<file path="config.mk">
export PLATFORM = sky130hd
export DESIGN_NAME = isa_io_decoder
export DESIGN_NICKNAME = d
export VERILOG_FILES = /design/src/rtl/isa_io_pkg.sv /design/src/rtl/isa_io_window.sv /design/src/rtl/isa_io_sync.sv /design/src/rtl/isa_io_seq.sv /design/src/rtl/isa_io_decoder.sv
export SDC_FILE = /design/constraint.sdc
export NUM_CORES = 1
export LEC_CHECK = 0
export ABC_CLOCK_PERIOD_IN_PS = 2840
export BUFFER_PORTS_ARGS = -buffer_cell sky130_fd_sc_hd__buf_2
export CAP_MARGIN = 25
export CORE_MARGIN = 5
export CORE_UTILIZATION = 44
export CTS_CLUSTER_SIZE = 24
export DETAILED_ROUTE_END_ITERATION = 16
export PLACE_DENSITY = 0.78
export SETUP_SLACK_MARGIN = 0.1
export SLEW_MARGIN = 20
export SYNTH_ARGS = -nofsm -noshare
export SYNTH_HDL_FRONTEND = slang
export SYNTH_SLANG_ARGS = --single-unit
export TNS_END_PERCENT = 5
</file>
<file path="constraint.sdc">
create_clock -name clk_i -period 2.84 [get_ports clk_i]
set_clock_uncertainty 0.15 [all_clocks]
set_input_delay 0.284 -clock clk_i [delete_from_list [all_inputs] [get_ports clk_i]]
set_output_delay 0.284 -clock clk_i [all_outputs]
set_load 0.005 [all_outputs]
</file>
<file path="src/rtl/isa_io_pkg.sv">
package isa_io_pkg;
  typedef enum logic [2:0] {
    ST_IDLE,
    ST_WAIT,
    ST_ACCESS,
    ST_CAPT,
    ST_HOLD
  } seq_state_e;
endpackage

</file>
<file path="src/rtl/isa_io_window.sv">
module isa_io_window #(
  parameter int ADDR_W = 10
) (
  input  logic [ADDR_W-1:0] addr_i,
  input  logic [ADDR_W-1:0] base_i,
  input  logic [ADDR_W-1:0] span_i,
  input  logic              dma_i,
  input  logic              wide_en_i,
  output logic              hit_o,
  output logic [ADDR_W-1:0] offset_o,
  output logic              claim_no
);
  // modular offset lets a window wrap past the top of the port space
  assign offset_o = addr_i - base_i;
  assign hit_o    = !dma_i && (offset_o < span_i);
  // pure address decode: strobes never enter here
  assign claim_no = !(hit_o && wide_en_i);
endmodule

</file>
<file path="src/rtl/isa_io_sync.sv">
module isa_io_sync #(
  parameter int STAGES = 2
) (
  input  logic clk_i,
  input  logic rst_ni,
  input  logic rd_ni,
  input  logic wr_ni,
  output logic rd_fall_o,
  output logic wr_fall_o,
  output logic idle_o
);
  localparam int NCH = 2;

  logic [NCH-1:0] raw;
  logic [NCH-1:0] fall;
  logic [NCH-1:0] level;

  assign raw = {wr_ni, rd_ni};

  for (genvar g = 0; g < NCH; g++) begin : g_ch
    logic [STAGES-1:0] sh_q;
    logic              prev_q;
    always_ff @(posedge clk_i or negedge rst_ni) begin
      if (!rst_ni) begin
        sh_q   <= '1;
        prev_q <= 1'b1;
      end else begin
        sh_q   <= {sh_q[STAGES-2:0], raw[g]};
        prev_q <= sh_q[STAGES-1];
      end
    end
    assign level[g] = sh_q[STAGES-1];
    assign fall[g]  = prev_q && !sh_q[STAGES-1];
  end

  assign rd_fall_o = fall[0];
  assign wr_fall_o = fall[1];
  assign idle_o    = &level;

  // one edge event per strobe assertion
  a_r9_single_fall: assert property (@(posedge clk_i) disable iff (!rst_ni)
    rd_fall_o |=> !rd_fall_o);
  a_r9_single_wfall: assert property (@(posedge clk_i) disable iff (!rst_ni)
    wr_fall_o |=> !wr_fall_o);
endmodule

</file>
<file path="src/rtl/isa_io_seq.sv">
module isa_io_seq
  import isa_io_pkg::*;
#(
  parameter int ADDR_W = 10,
  parameter int DATA_W = 16,
  parameter int WAIT_W = 4
) (
  input  logic              clk_i,
  input  logic              rst_ni,
  input  logic              rd_fall_i,
  input  logic              wr_fall_i,
  input  logic              idle_i,
  input  logic              hit_i,
  input  logic [ADDR_W-1:0] offset_i,
  input  logic [DATA_W-1:0] wdata_i,
  input  logic [WAIT_W-1:0] wait_i,
  input  logic [DATA_W-1:0] reg_rdata_i,
  output logic [ADDR_W-1:0] reg_addr_o,
  output logic [DATA_W-1:0] reg_wdata_o,
  output logic              reg_we_o,
  output logic              reg_re_o,
  output logic [DATA_W-1:0] rdata_o,
  output logic              done_o
);
  seq_state_e        state_q;
  logic [WAIT_W-1:0] cnt_q;
  logic              is_wr_q;

  always_ff @(posedge clk_i or negedge rst_ni) begin
    if (!rst_ni) begin
      state_q     <= ST_IDLE;
      cnt_q       <= '0;
      is_wr_q     <= 1'b0;
      reg_addr_o  <= '0;
      reg_wdata_o <= '0;
      rdata_o     <= '0;
    end else begin
      unique case (state_q)
        ST_IDLE: begin
          if (hit_i && (rd_fall_i || wr_fall_i)) begin
            is_wr_q    <= !rd_fall_i;  // read wins a tie
            reg_addr_o <= offset_i;
            if (!rd_fall_i) reg_wdata_o <= wdata_i;
            cnt_q      <= wait_i;
            state_q    <= ST_WAIT;
          end
        end
        ST_WAIT: begin
          if (cnt_q == '0) state_q <= ST_ACCESS;
          else cnt_q <= cnt_q - 1'b1;
        end
        ST_ACCESS: state_q <= is_wr_q ? ST_HOLD : ST_CAPT;
        ST_CAPT: begin
          rdata_o <= reg_rdata_i;
          state_q <= ST_HOLD;
        end
        ST_HOLD: if (idle_i) state_q <= ST_IDLE;
        default: state_q <= ST_IDLE;
      endcase
    end
  end

  assign reg_re_o = (state_q == ST_ACCESS) && !is_wr_q;
  assign reg_we_o = (state_q == ST_ACCESS) && is_wr_q;
  assign done_o   = (state_q == ST_HOLD);

  // read pulse lasts one cycle and data is not yet flagged ready
  a_r4_rd_pulse: assert property (@(posedge clk_i) disable iff (!rst_ni)
    reg_re_o |=> !reg_re_o && !done_o);
  // write data counts as latched right after the pulse
  a_r5_wr_pulse: assert property (@(posedge clk_i) disable iff (!rst_ni)
    reg_we_o |=> !reg_we_o && done_o);
endmodule

</file>
<file path="src/rtl/isa_io_decoder.sv">
module isa_io_decoder #(
  parameter int ADDR_W    = 10,
  parameter int DATA_W    = 16,
  parameter int WAIT_W    = 4,
  parameter int SYNC_DEPTH = 2
) (
  input  logic              clk_i,
  input  logic              rst_ni,
  input  logic [ADDR_W-1:0] io_addr_i,
  input  logic              dma_cycle_i,
  input  logic              rd_strobe_ni,
  input  logic              wr_strobe_ni,
  input  logic [DATA_W-1:0] data_i,
  output logic [DATA_W-1:0] data_o,
  output logic              data_oe_o,
  output logic              wide_claim_no,
  output logic              chan_ready_o,
  input  logic [ADDR_W-1:0] cfg_base_i,
  input  logic [ADDR_W-1:0] cfg_span_i,
  input  logic              cfg_wide_en_i,
  input  logic [WAIT_W-1:0] cfg_wait_i,
  output logic [ADDR_W-1:0] reg_addr_o,
  output logic [DATA_W-1:0] reg_wdata_o,
  output logic              reg_we_o,
  output logic              reg_re_o,
  input  logic [DATA_W-1:0] reg_rdata_i
);
  logic              hit;
  logic [ADDR_W-1:0] offset;
  logic              rd_fall, wr_fall, idle, done;

  isa_io_window #(.ADDR_W(ADDR_W)) u_window (
    .addr_i    (io_addr_i),
    .base_i    (cfg_base_i),
    .span_i    (cfg_span_i),
    .dma_i     (dma_cycle_i),
    .wide_en_i (cfg_wide_en_i),
    .hit_o     (hit),
    .offset_o  (offset),
    .claim_no  (wide_claim_no)
  );

  isa_io_sync #(.STAGES(SYNC_DEPTH)) u_sync (
    .clk_i     (clk_i),
    .rst_ni    (rst_ni),
    .rd_ni     (rd_strobe_ni),
    .wr_ni     (wr_strobe_ni),
    .rd_fall_o (rd_fall),
    .wr_fall_o (wr_fall),
    .idle_o    (idle)
  );

  isa_io_seq #(.ADDR_W(ADDR_W), .DATA_W(DATA_W), .WAIT_W(WAIT_W)) u_seq (
    .clk_i       (clk_i),
    .rst_ni      (rst_ni),
    .rd_fall_i   (rd_fall),
    .wr_fall_i   (wr_fall),
    .idle_i      (idle),
    .hit_i       (hit),
    .offset_i    (offset),
    .wdata_i     (data_i),
    .wait_i      (cfg_wait_i),
    .reg_rdata_i (reg_rdata_i),
    .reg_addr_o  (reg_addr_o),
    .reg_wdata_o (reg_wdata_o),
    .reg_we_o    (reg_we_o),
    .reg_re_o    (reg_re_o),
    .rdata_o     (data_o),
    .done_o      (done)
  );

  // ready drops combinationally on a qualified strobe, before sync latency
  assign chan_ready_o = !(hit && (!rd_strobe_ni || !wr_strobe_ni) && !done);
  assign data_oe_o    = hit && !rd_strobe_ni;

  // forced 8-bit mode never claims 16-bit width
  a_r3_no_claim: assert property (@(posedge clk_i) disable iff (!rst_ni)
    !cfg_wide_en_i |-> wide_claim_no);
  // DMA cycles never claim, stall or drive
  a_r6_dma_quiet: assert property (@(posedge clk_i) disable iff (!rst_ni)
    dma_cycle_i |-> chan_ready_o && wide_claim_no && !data_oe_o);
  // ready is low while the register access is in flight
  a_r7_low_in_flight: assert property (@(posedge clk_i) disable iff (!rst_ni)
    (reg_re_o && !rd_strobe_ni && hit) |-> !chan_ready_o);
endmodule

</file>
==> flow_summary.json, run 1 <==
{
  "gp_congestion": 0.8868,
  "synthesis.nets": 341,
  "cts_tree": "built",
  "drt_iter0_drc": 89,
  "synth_top_family_by_area": "multiplexers",
  "wl_um": 7297,
  "synthXorXnorAreaFrac_pct": 2.925,
  "drt-met1-wl_um": 3097,
  "synth_area_mm2": 0.002994,
  "clkTransAtPathRegs_ns": 0.10,
  "synth-edff-count": 0,
  "root_buffer": "clkbuf_8",
  "core_area_mm2": 0.006719,
  "ys_seq_area_share_pct": 47.05,
  "die_h_um": 92.49,
  "r2r_cells": 6,
  "post-route-period-util_pct": 112.6,
  "postSynthCellCount": 249,
  "synthSimpleGateAreaFrac_pct": 9.235,
  "rsz0062_at_grt": "yes",
  "pin_count": 119,
  "worst_pin_slew_ns": 0.7784,
  "ys_types": 52,
  "hold_violations": 0,
  "finalPower_mw": 3.414,
  "worst_hold_path.num_cells": 2,
  "clk_latency_ns": 0.30,
  "peakVddDrop_uv": 269.8,
  "dp_slack_ns": -0.7542,
  "num_rows": 30,
  "hold_class": "in2reg",
  "cellPowerDensity_mw_per_mm2": 779.3,
  "power_leakage_nw": 2.204,
  "violations": "negative setup slack",
  "fp.dieW_um": 92.49,
  "min_period_ns": 3.199,
  "dieArea_mm2": 0.008554,
  "io_buffer_count": 118,
  "crit_type": "in2out",
  "syn_area_per_cell_um2": 12.02,
  "numCtsBuffers": 5,
  "yosysTopAreaCellShare_pct": 41.79,
  "synth_area_leaders": "dfrtp_1, mux2_1, ha_1, dfstp_2, inv_1",
  "routed.top_layer": "met4",
  "areaGrowthSynthToFinish_pct": 46.30,
  "drv_slew": 0,
  "cp-start-kind": "primary input",
  "grt_usage_pct": 17.21,
  "diodes": 0,
  "setup_ws_ns": -0.3589,
  "setup_viol": 34,
  "drv_cap": 0,
  "layout-drive-gt1-share_pct": 54.24,
  "htreeDepth": 2,
  "synth-async-reset-ratio_pct": 100.0,
  "route.met2.wl_um": 3537,
  "grt_overflow_total": 0,
  "initial_utilization_pct": 44.56,
  "yosys_warnings": 0,
  "grt_pass1_vias": 2625,
  "fmax_mhz": 312.6,
  "wl_per_cell_um": 14.80,
  "grt_antenna_before_repair": 0,
  "critPathMaxFanout": 3,
  "drc": 0,
  "cp.required_ns": 2.41,
  "clock_path_buffers": 2,
  "firstDrtPassIters": 4,
  "nNetsFinal": 504,
  "endpoint_kind": "primary output",
  "synth_mux_area_share_pct": 17.47,
  "synth_compound_gate_area_share_pct": 10.53,
  "synth_largest_area_cell": "dfrtp_1",
  "ys.flop_type": "dfrtp_1",
  "rrSetupSlack_ns": 0.72,
  "grt_pass1_wl_um": 11920,
  "status": "complete, but fails checks",
  "arrival_ns": 2.76,
  "max_slew_margin_pct": 47.95,
  "vias_per_cell": 5.057,
  "final_antenna_net_count": 0,
  "synth_fa_ha_area_share_pct": 8.608,
  "hpwl_um": 5736,
  "cts_sinks": 56,
  "synth-seq-cells": 56,
  "wl_met3_um": 547,
  "routed-via-count": 2493,
  "grt_max_degree": 25
}
[synth_stat cells (2+ instances only)]
| cell type | count |
|---|---|
| xor2_1 | 4 |
| o21ai_1 | 3 |
| nand2b_4 | 2 |
| nor2_1 | 12 |
| dfrtp_1 | 50 |
| inv_1 | 22 |
| nor3b_1 | 2 |
| o2111ai_1 | 2 |
| mux2_4 | 5 |
| mux2_2 | 6 |
| a21oi_1 | 8 |
| nand2b_1 | 2 |
| nor3_1 | 6 |
| buf_6 | 2 |
| mux2i_1 | 2 |
| o21ai_0 | 4 |
| clkbuf_1 | 2 |
| nand3b_1 | 2 |
| nand2_1 | 12 |
| a211oi_1 | 3 |
| mux2_1 | 32 |
| o211ai_1 | 3 |
| dfstp_2 | 6 |
| a21o_1 | 3 |
| and3_1 | 2 |
| nand3_1 | 3 |
| ha_1 | 19 |
| xnor2_1 | 6 |
[worst max-delay path: stages]
cell       delay, ns
buf_8           0.11
inv_12          0.04
ha_4            0.11
inv_2           0.03
fa_2            0.36
a21o_1          0.21
a221oi_4        0.30
or3_4           0.19
o2111ai_4       0.12
ha_4            0.31
nand2_4         0.07
a211oi_4        0.25
buf_6           0.16
nor2_4          0.04
nand2_2         0.07
buf_2           0.11
[layer usage]
metal / global-route usage, % / up-vias
li1: - / 1200
met1: 21.64 / 1176
met2: 29.55 / 105
met3: 3.412 / 12
met4: 5.693 / 0
met5: 0 / -
[cell usage in the layout (no fill, tap or decap), types with 2 or more instances in the layout]
cell             n
buf_2          117
dfrtp_1         50
buf_4           37
mux2_1          26
inv_1           20
ha_1            14
nor2_1          11
mux2_4          11
nand2_1         10
a21oi_1          6
mux2_2           6
clkbuf_8         6
dfstp_2          6
xnor2_1          5
nor3_1           5
ha_4             5
xor2_1           4
o21ai_0          4
a21o_1           3
a211oi_2         3
nand3_1          3
o211ai_1         3
nand2b_4         3
dlygate4sd3_1    3
buf_6            3
mux2i_1          2
nand2b_1         2
nor3b_1          2
a21oi_2          2
nand3b_1         2
a211oi_4         2
[cells by family (layout without fill, tap and decap cells)]
logic type,Yosys count,in the layout
mux,45,45
simple gates,50,50
flops,56,56
fa+ha+maj,20,20
compound gates,40,40
xor+xnor,10,10
buf+inv,28,192
[flip-flops by register name, indices dropped and copies added (netlist names)]
| register | cells |
|---|---|
| u_sync.g_ch.prev_q | 2 |
| u_sync.g_ch.sh_q | 4 |
| u_seq.rdata_o | 16 |
| u_seq.is_wr_q | 1 |
| u_seq.cnt_q | 4 |
| u_seq.reg_addr_o | 10 |
| u_seq.state_q | 3 |
| u_seq.reg_wdata_o | 16 |
[layout make-up]
| type | count | area, um^2 |
|---|---|---|
| Fill cell | 520 | 2338 |
| Multi-Input combinational cell | 165 | 1693 |
| Timing Repair Buffer | 162 | 962.2 |
| Clock inverter | 2 | 38.79 |
| Tap cell | 80 | 100.1 |
| Clock buffer | 6 | 82.58 |
| Inverter | 22 | 95.09 |
| Sequential cell | 56 | 1409 |
[power by group]
group	internal (mW)	total, mW	switching [mW]
registers	1.16	1.38	0.224
logic	0.862	1.50	0.637
clock network	0.288	0.532	0.244
[metrics by stage]
step	std cells	setup TNS (ns)	hold WS (ns)	util, %	cell area, um^2
floorplan	249	-12.85	-0.1616	-	3069
global placement	476	-21.00	0.03574	59.37	3989
detailed placement	476	-23.52	0.03895	59.37	3989
CTS	491	-7.395	0.02814	64.32	4322
global route	493	-11.34	0.02335	65.20	4380
finish	493	-8.119	0.03880	65.20	4380
[what timing repair did]
| item | in CTS | in global routing |
|---|---|---|
| gates cloned | 0 | 0 |
| setup endpoints to repair | 35 | 35 |
| hold buffers | 3 | 0 |
| setup buffers | 4 | 2 |
| resized for setup | 28 | 6 |
| pin swaps | 9 | 7 |
| hold endpoints to repair | 14 | 0 |
[worst paths after layout]
path,from,endpoint
setup / recovery,io_addr_i[0],chan_ready_o
min in group asynchronous,rst_ni,u_seq.reg_wdata_o[2]
setup reg to reg,u_sync.g_ch[1].prev_q,u_seq.reg_wdata_o[15]
max in group asynchronous,rst_ni,u_sync.g_ch[1].prev_q
hold reg to reg,u_sync.g_ch[0].sh_q[0],u_sync.g_ch[0].sh_q[1]
hold / removal,reg_rdata_i[14],u_seq.rdata_o[14]
No activity file was read; power rests on OpenSTA's default activity.
==> run 2: changes to the inputs <==
Settings changed: ABC_AREA set to 1, CORE_ASPECT_RATIO set to 1.75, CORE_UTILIZATION 44 to 45, PLACE_DENSITY 0.78 to 0.79.
==> flow_summary.json, run 2 <==
{
  "drc": 0,
  "power_leakage_nw": 2.534,
  "postSynthCellCount": 361,
  "synthTopCellsByCount": "nand2_1, inv_1, dfrtp_1",
  "synth_largest_area_cell": "dfrtp_1",
  "worst_pin_slew_ns": 0.7391,
  "endpoint_kind": "primary output",
  "path_cells": "buf_6 -> inv_4 -> ha_4 -> inv_4 -> fa_2 -> nand3_2 -> nand2_2 -> nand4_1 -> nand2_1 -> nand2_1 -> nand2_2 -> ha_4 -> nand2_4 -> nor2_4 -> inv_2 -> a21oi_4 -> nor2_4 -> buf_6 -> nand3_2 -> buf_2",
  "ys.flop_type": "dfrtp_1",
  "fp.dieW_um": 73.37,
  "grt_pass1_vias": 3121,
  "cp-start-kind": "primary input",
  "ys_seq_area_share_pct": 44.56,
  "multi_input_area_mm2": 0.001698,
  "drv_cap": 0,
  "finalPower_mw": 3.783,
  "rsz0062_at_grt": "yes",
  "clock_path_buffers": 2,
  "vias_per_cell": 4.956,
  "drv_slew": 0,
  "min_period_ns": 2.968,
  "crit_path_top_delay_cell": "fa_2",
  "pin_count": 119,
  "crit_type": "in2out",
  "htreeDepth": 2,
  "wl_per_cell_um": 14.54,
  "reg_top3": "u_seq.rdata_o x16, u_seq.reg_wdata_o x16, u_seq.reg_addr_o x10",
  "core_area_mm2": 0.006857,
  "synth-async-reset-ratio_pct": 100.0,
  "layout_common_cells": "buf_2, nand2_1, inv_1",
  "firstDrtPassIters": 4,
  "clkTransAtPathRegs_ns": 0.06,
  "grt_max_degree": 23,
  "hpwl_um": 6552,
  "drt_iter0_drc": 100,
  "syn_area_per_cell_um2": 8.758,
  "synth_area_mm2": 0.003162,
  "setup_viol": 4,
  "cp.required_ns": 2.41,
  "placed_cells": 584,
  "grt_pass1_wl_um": 13190,
  "arrival_ns": 2.53,
  "nFillCells": 536,
  "register_area_mm2": 0.001409,
  "synth-seq-cells": 56,
  "diodes": 0,
  "cellPowerDensity_mw_per_mm2": 811.2,
  "final_antenna_net_count": 0,
  "nNetsFinal": 616,
  "wl_um": 8852,
  "fmax_mhz": 336.9,
  "crit_family": "simple AND/OR/NAND/NOR gates",
  "violations": "negative setup slack",
  "status": "complete, but fails checks",
  "layout-drive-gt1-share_pct": 52.38,
  "peakVddDrop_uv": 339.9,
  "synth-edff-count": 0,
  "die_h_um": 120.9,
  "synthMostInstantiatedCell": "nand2_1",
  "hold_class": "in2reg",
  "root_buffer": "clkbuf_16",
  "cts_sinks": 56,
  "worst-path-buf-inv": 6,
  "layout_commonest_cell": "buf_2",
  "dieArea_mm2": 0.008869,
  "setup_ws_ns": -0.1278,
  "areaGrowthSynthToFinish_pct": 47.49,
  "synthesis.nets": 453,
  "final-instance-count-excl-fill": 609,
  "routed-via-count": 3018,
  "yosys_warnings": 0,
  "ys_types": 34,
  "critPathMaxFanout": 3,
  "clk_latency_ns": 0.29,
  "grt_overflow_total": 0,
  "num_rows": 40,
  "yosysTopAreaCellShare_pct": 39.57,
  "post-route-period-util_pct": 104.5,
  "initial_utilization_pct": 46.11,
  "grt_antenna_before_repair": 0,
  "max_slew_margin_pct": 50.20,
  "numCtsBuffers": 5,
  "hold_violations": 0,
  "cts_tree": "built",
  "gp_congestion": 0.8649,
  "critPathMaxStageDelay_ns": 0.41,
  "grt_usage_pct": 18.81,
  "synth_area_leaders": "dfrtp_1, nand2_1, inv_1, ha_1, mux2_2",
  "io_buffer_count": 118
}
[run 2: cell types whose count changed after synthesis, sizes merged, moves of 6 or more]
cell | previous run | this run
inv | 22 | 65
mux2 | 43 | 16
nand2 | 12 | 107
nand3 | 3 | 16
nor2 | 12 | 18
o21ai | 7 | 27
[run 2: cell families (layout without fill, tap and decap cells)]
logic type,after synthesis,in the layout,synth area share (%)
flops,56,56,44.56
simple gates,151,151,21.57
fa+ha+maj,20,20,8.152
xor+xnor,5,5,1.385
mux,16,16,5.698
compound gates,41,41,8.983
buf+inv,72,236,9.655
[run 2: power breakdown]
part	leakage [nW]	total [mW]	switching, mW	internal, mW
Sequential	0.678	1.37	0.216	1.15
Combinational	1.77	1.69	0.851	0.836
Clock	0.0901	0.729	0.265	0.464
[run 2: through the flow]
stage	instance area, um^2	setup WS, ns	utilization, %	hold slack (ns)	TNS, ns
finish	4663	-0.1278	68.01	0.07597	-0.3532
global route	4663	-0.2112	68.01	0.06926	-1.917
CTS	4429	-0.07644	64.60	0.06658	-0.1875
detailed placement	4060	-0.2838	59.22	0.1208	-7.262
global placement	4060	-0.1938	59.22	0.1244	-4.936
floorplan	3198	0.1188	-	-0.1616	0
[run 2: path summary, 6_finish.rpt]
check / start / slack, ns / to / depth (start not counted)
setup / recovery: io_addr_i[0] / -0.13 / chan_ready_o / 20
hold / removal: reg_rdata_i[5] / 0.08 / u_seq.rdata_o[5] / 2
setup reg to reg: u_sync.g_ch[1].prev_q / 0.89 / u_seq.reg_wdata_o[9] / 6
hold reg to reg: u_sync.g_ch[0].sh_q[0] / 0.21 / u_sync.g_ch[0].sh_q[1] / 0
max in group asynchronous: rst_ni / 1.52 / u_sync.g_ch[1].sh_q[1] / 3
min in group asynchronous: rst_ni / 0.33 / u_seq.state_q[2] / 2
[run 2: routing by layer]
metal | vias to the layer above | wire length, um | global-route usage [%]
met5 | - | 0 | 0
met4 | 0 | 324 | 7.937
met3 | 22 | 698 | 3.317
met2 | 144 | 4939 | 36.15
met1 | 1395 | 2890 | 18.91
li1 | 1457 | - | -
[run 2: cell type report]
cell class                      count  share of cell area, %
Sequential cell                    56                  30.21
Timing Repair Buffer              162                  21.71
Multi-Input combinational cell    233                  36.41
Inverter                           66                  5.500
Clock buffer                        7                  3.273
Tap cell                           84                  2.254
Clock inverter                      1                 0.6439
[run 2: repair_timing]
action	4_1_cts	5_1_grt
endpoints found under the hold margin	22	0
gates resized for setup	14	44
endpoints found under the setup margin	18	36
buffers inserted	14	1
cloned	0	0
hold buffers	3	0
pin swaps	13	21
[run 2: worst reg2reg max path: cells and delay by family (launching register included)]
| kind | cells | cell delay (ns) |
|---|---|---|
| compound gates | 2 | 0.63 |
| flops | 1 | 0.52 |
| simple gates | 2 | 0.28 |
| buf+inv | 2 | 0.26 |
==> run 3: changes to the inputs <==
Settings changed: CORE_UTILIZATION 45 to 35, PLACE_DENSITY 0.79 to 0.65, REMOVE_ABC_BUFFERS set to 1.
==> flow_summary.json, run 3 (synthesis gave the netlist of run 2 again) <==
{
  "grt_pass1_vias": 2947,
  "endpoint_kind": "primary output",
  "design_area_mm2": 0.004362,
  "arrival_ns": 2.50,
  "cellPowerDensity_mw_per_mm2": 822.4,
  "crit_type": "in2out",
  "drt_iter0_drc": 58,
  "drc": 0,
  "r2r-end": "u_seq.reg_wdata_o[0]",
  "hold_end": "u_seq.rdata_o[10]",
  "grt_antenna_before_repair": 0,
  "peakVddDrop_uv": 465.1,
  "layout-drive-gt1-share_pct": 46.76,
  "post-route-period-util_pct": 103.4,
  "cts_sinks": 56,
  "setup_viol": 23,
  "areaGrowthSynthToFinish_pct": 37.95,
  "worst-path-buf-inv": 6,
  "cts_tree": "built",
  "clk_latency_ns": 0.29,
  "r2r_cells": 6,
  "worst_pin_slew_ns": 0.6223,
  "clock_path_buffers": 2,
  "setup_ws_ns": -0.09695,
  "worst_hold_path.num_cells": 2,
  "r2r_start": "u_sync.g_ch[1].prev_q",
  "core_area_mm2": 0.008979,
  "grt_usage_pct": 14.41,
  "fmax_mhz": 340.5,
  "routed-via-count": 2821,
  "grt_max_degree": 33,
  "firstDrtPassIters": 4,
  "min_from": "reg_rdata_i[10]",
  "cp-start-kind": "primary input",
  "dp_slack_ns": -0.3117,
  "max_slew_margin_pct": 58.51,
  "crit_family": "adder cells",
  "crit_path_top_delay_cell": "fa_2",
  "drv_cap": 0,
  "nNetsFinal": 600,
  "drv_slew": 0,
  "num_rows": 46,
  "clkTransAtPathRegs_ns": 0.06,
  "reg_top3": "u_seq.rdata_o x16, u_seq.reg_wdata_o x16, u_seq.reg_addr_o x10",
  "violations": "negative setup slack",
  "root_buffer": "clkbuf_16",
  "hold_violations": 0,
  "cp.required_ns": 2.41,
  "rsz0062_at_grt": "yes",
  "numCtsBuffers": 5,
  "hpwl_um": 6317,
  "power_leakage_nw": 2.427,
  "layout_commonest_cell": "buf_2",
  "gp_congestion": 0.8669,
  "nFillCells": 896,
  "layout_common_cells": "buf_2, nand2_1, inv_1",
  "path_cells": "buf_6 -> inv_4 -> ha_4 -> inv_4 -> fa_2 -> buf_6 -> nand4_1 -> o211ai_1 -> xor2_1 -> ha_1 -> nand2_1 -> nor2_2 -> inv_1 -> a21oi_2 -> nor2_4 -> nand3_2 -> buf_2",
  "hold_class": "in2reg",
  "dieArea_mm2": 0.01111,
  "hold_ws_ns": 0.07563,
  "io_buffer_count": 118,
  "vias_per_cell": 4.485,
  "critPathMaxStageDelay_ns": 0.39,
  "die_h_um": 135.7,
  "status": "complete, but fails checks",
  "place_area_mm2": 0.004015,
  "crit_cells": 17,
  "finalPower_mw": 3.587,
  "wl_um": 7641,
  "min_period_ns": 2.937,
  "final_antenna_net_count": 0,
  "htreeDepth": 2,
  "diodes": 0,
  "wl_per_cell_um": 12.15,
  "fp.dieW_um": 81.85,
  "critPathMaxFanout": 3,
  "pin_count": 119,
  "grt_overflow_total": 0,
  "grt_pass1_wl_um": 12540,
  "rrSetupSlack_ns": 1.03,
  "initial_utilization_pct": 35.21
}
==> run 3: worst max-delay path by stage <==
stage / slack [ns] / to / from
detailed placement: -0.31 / u_seq.cnt_q[2] / io_addr_i[0]
finish: -0.1 / chan_ready_o / io_addr_i[0]
floorplan: -0.47 / u_seq.reg_wdata_o[0] / io_addr_i[0]
CTS: -0.06 / chan_ready_o / io_addr_i[0]
global route: -0.19 / chan_ready_o / cfg_base_i[4]
global placement: -0.25 / u_seq.cnt_q[0] / io_addr_i[0]
==> run 3: metrics by stage <==
step	util [%]	std cells	TNS, ns
CTS	47.66	626	-0.1413
finish	48.58	629	-0.5978
floorplan	-	355	-8.091
detailed placement	44.72	614	-7.995
global route	48.58	629	-3.881
global placement	44.72	614	-6.586
==> run 3: per-layer routing <==
layer / routed length (um) / share of wire (%) / GRT usage (%) / vias up
met5: 0 / 0 / 0 / -
met4: 174 / 2.3 / 5.823 / 0
met3: 454 / 5.9 / 2.597 / 14
met2: 4315 / 56 / 28.31 / 94
met1: 2696 / 35 / 13.99 / 1289
li1: - / - / - / 1424
==> run 3: area by class of cell <==
class	instances	area [um^2]	share of cell area [%]
clock buffer	7	152.6	3.500
clock inverter	1	30.03	0.6885
inverter	66	257.7	5.909
multi-input combinational	233	1519	34.83
sequential	56	1409	32.30
tap	120	150.1	3.442
timing repair buffer	146	843.3	19.33
==> run 3: worst reg2reg max path, cell delays in order (launching register included) <==
cell	delay, ns
dfstp_2	0.52
inv_1	0.03
o21ai_0	0.45
nand3_2	0.17
buf_12	0.22
nand2_1	0.10
o21ai_2	0.05
==> run 3: repair_timing <==
action	CTS	global route
resized for setup	12	18
setup buffers	1	3
hold endpoints to repair	24	0
pin swaps	1	14
hold buffers	3	0
setup endpoints to repair	31	36
==> run 3: power by group <==
part	total, mW	switching (mW)	leakage [nW]	internal, mW
registers	1.36	0.208	0.678	1.15
logic	1.50	0.757	1.66	0.742
clock network	0.728	0.264	0.0901	0.464
total	3.59	1.23	2.43	2.36
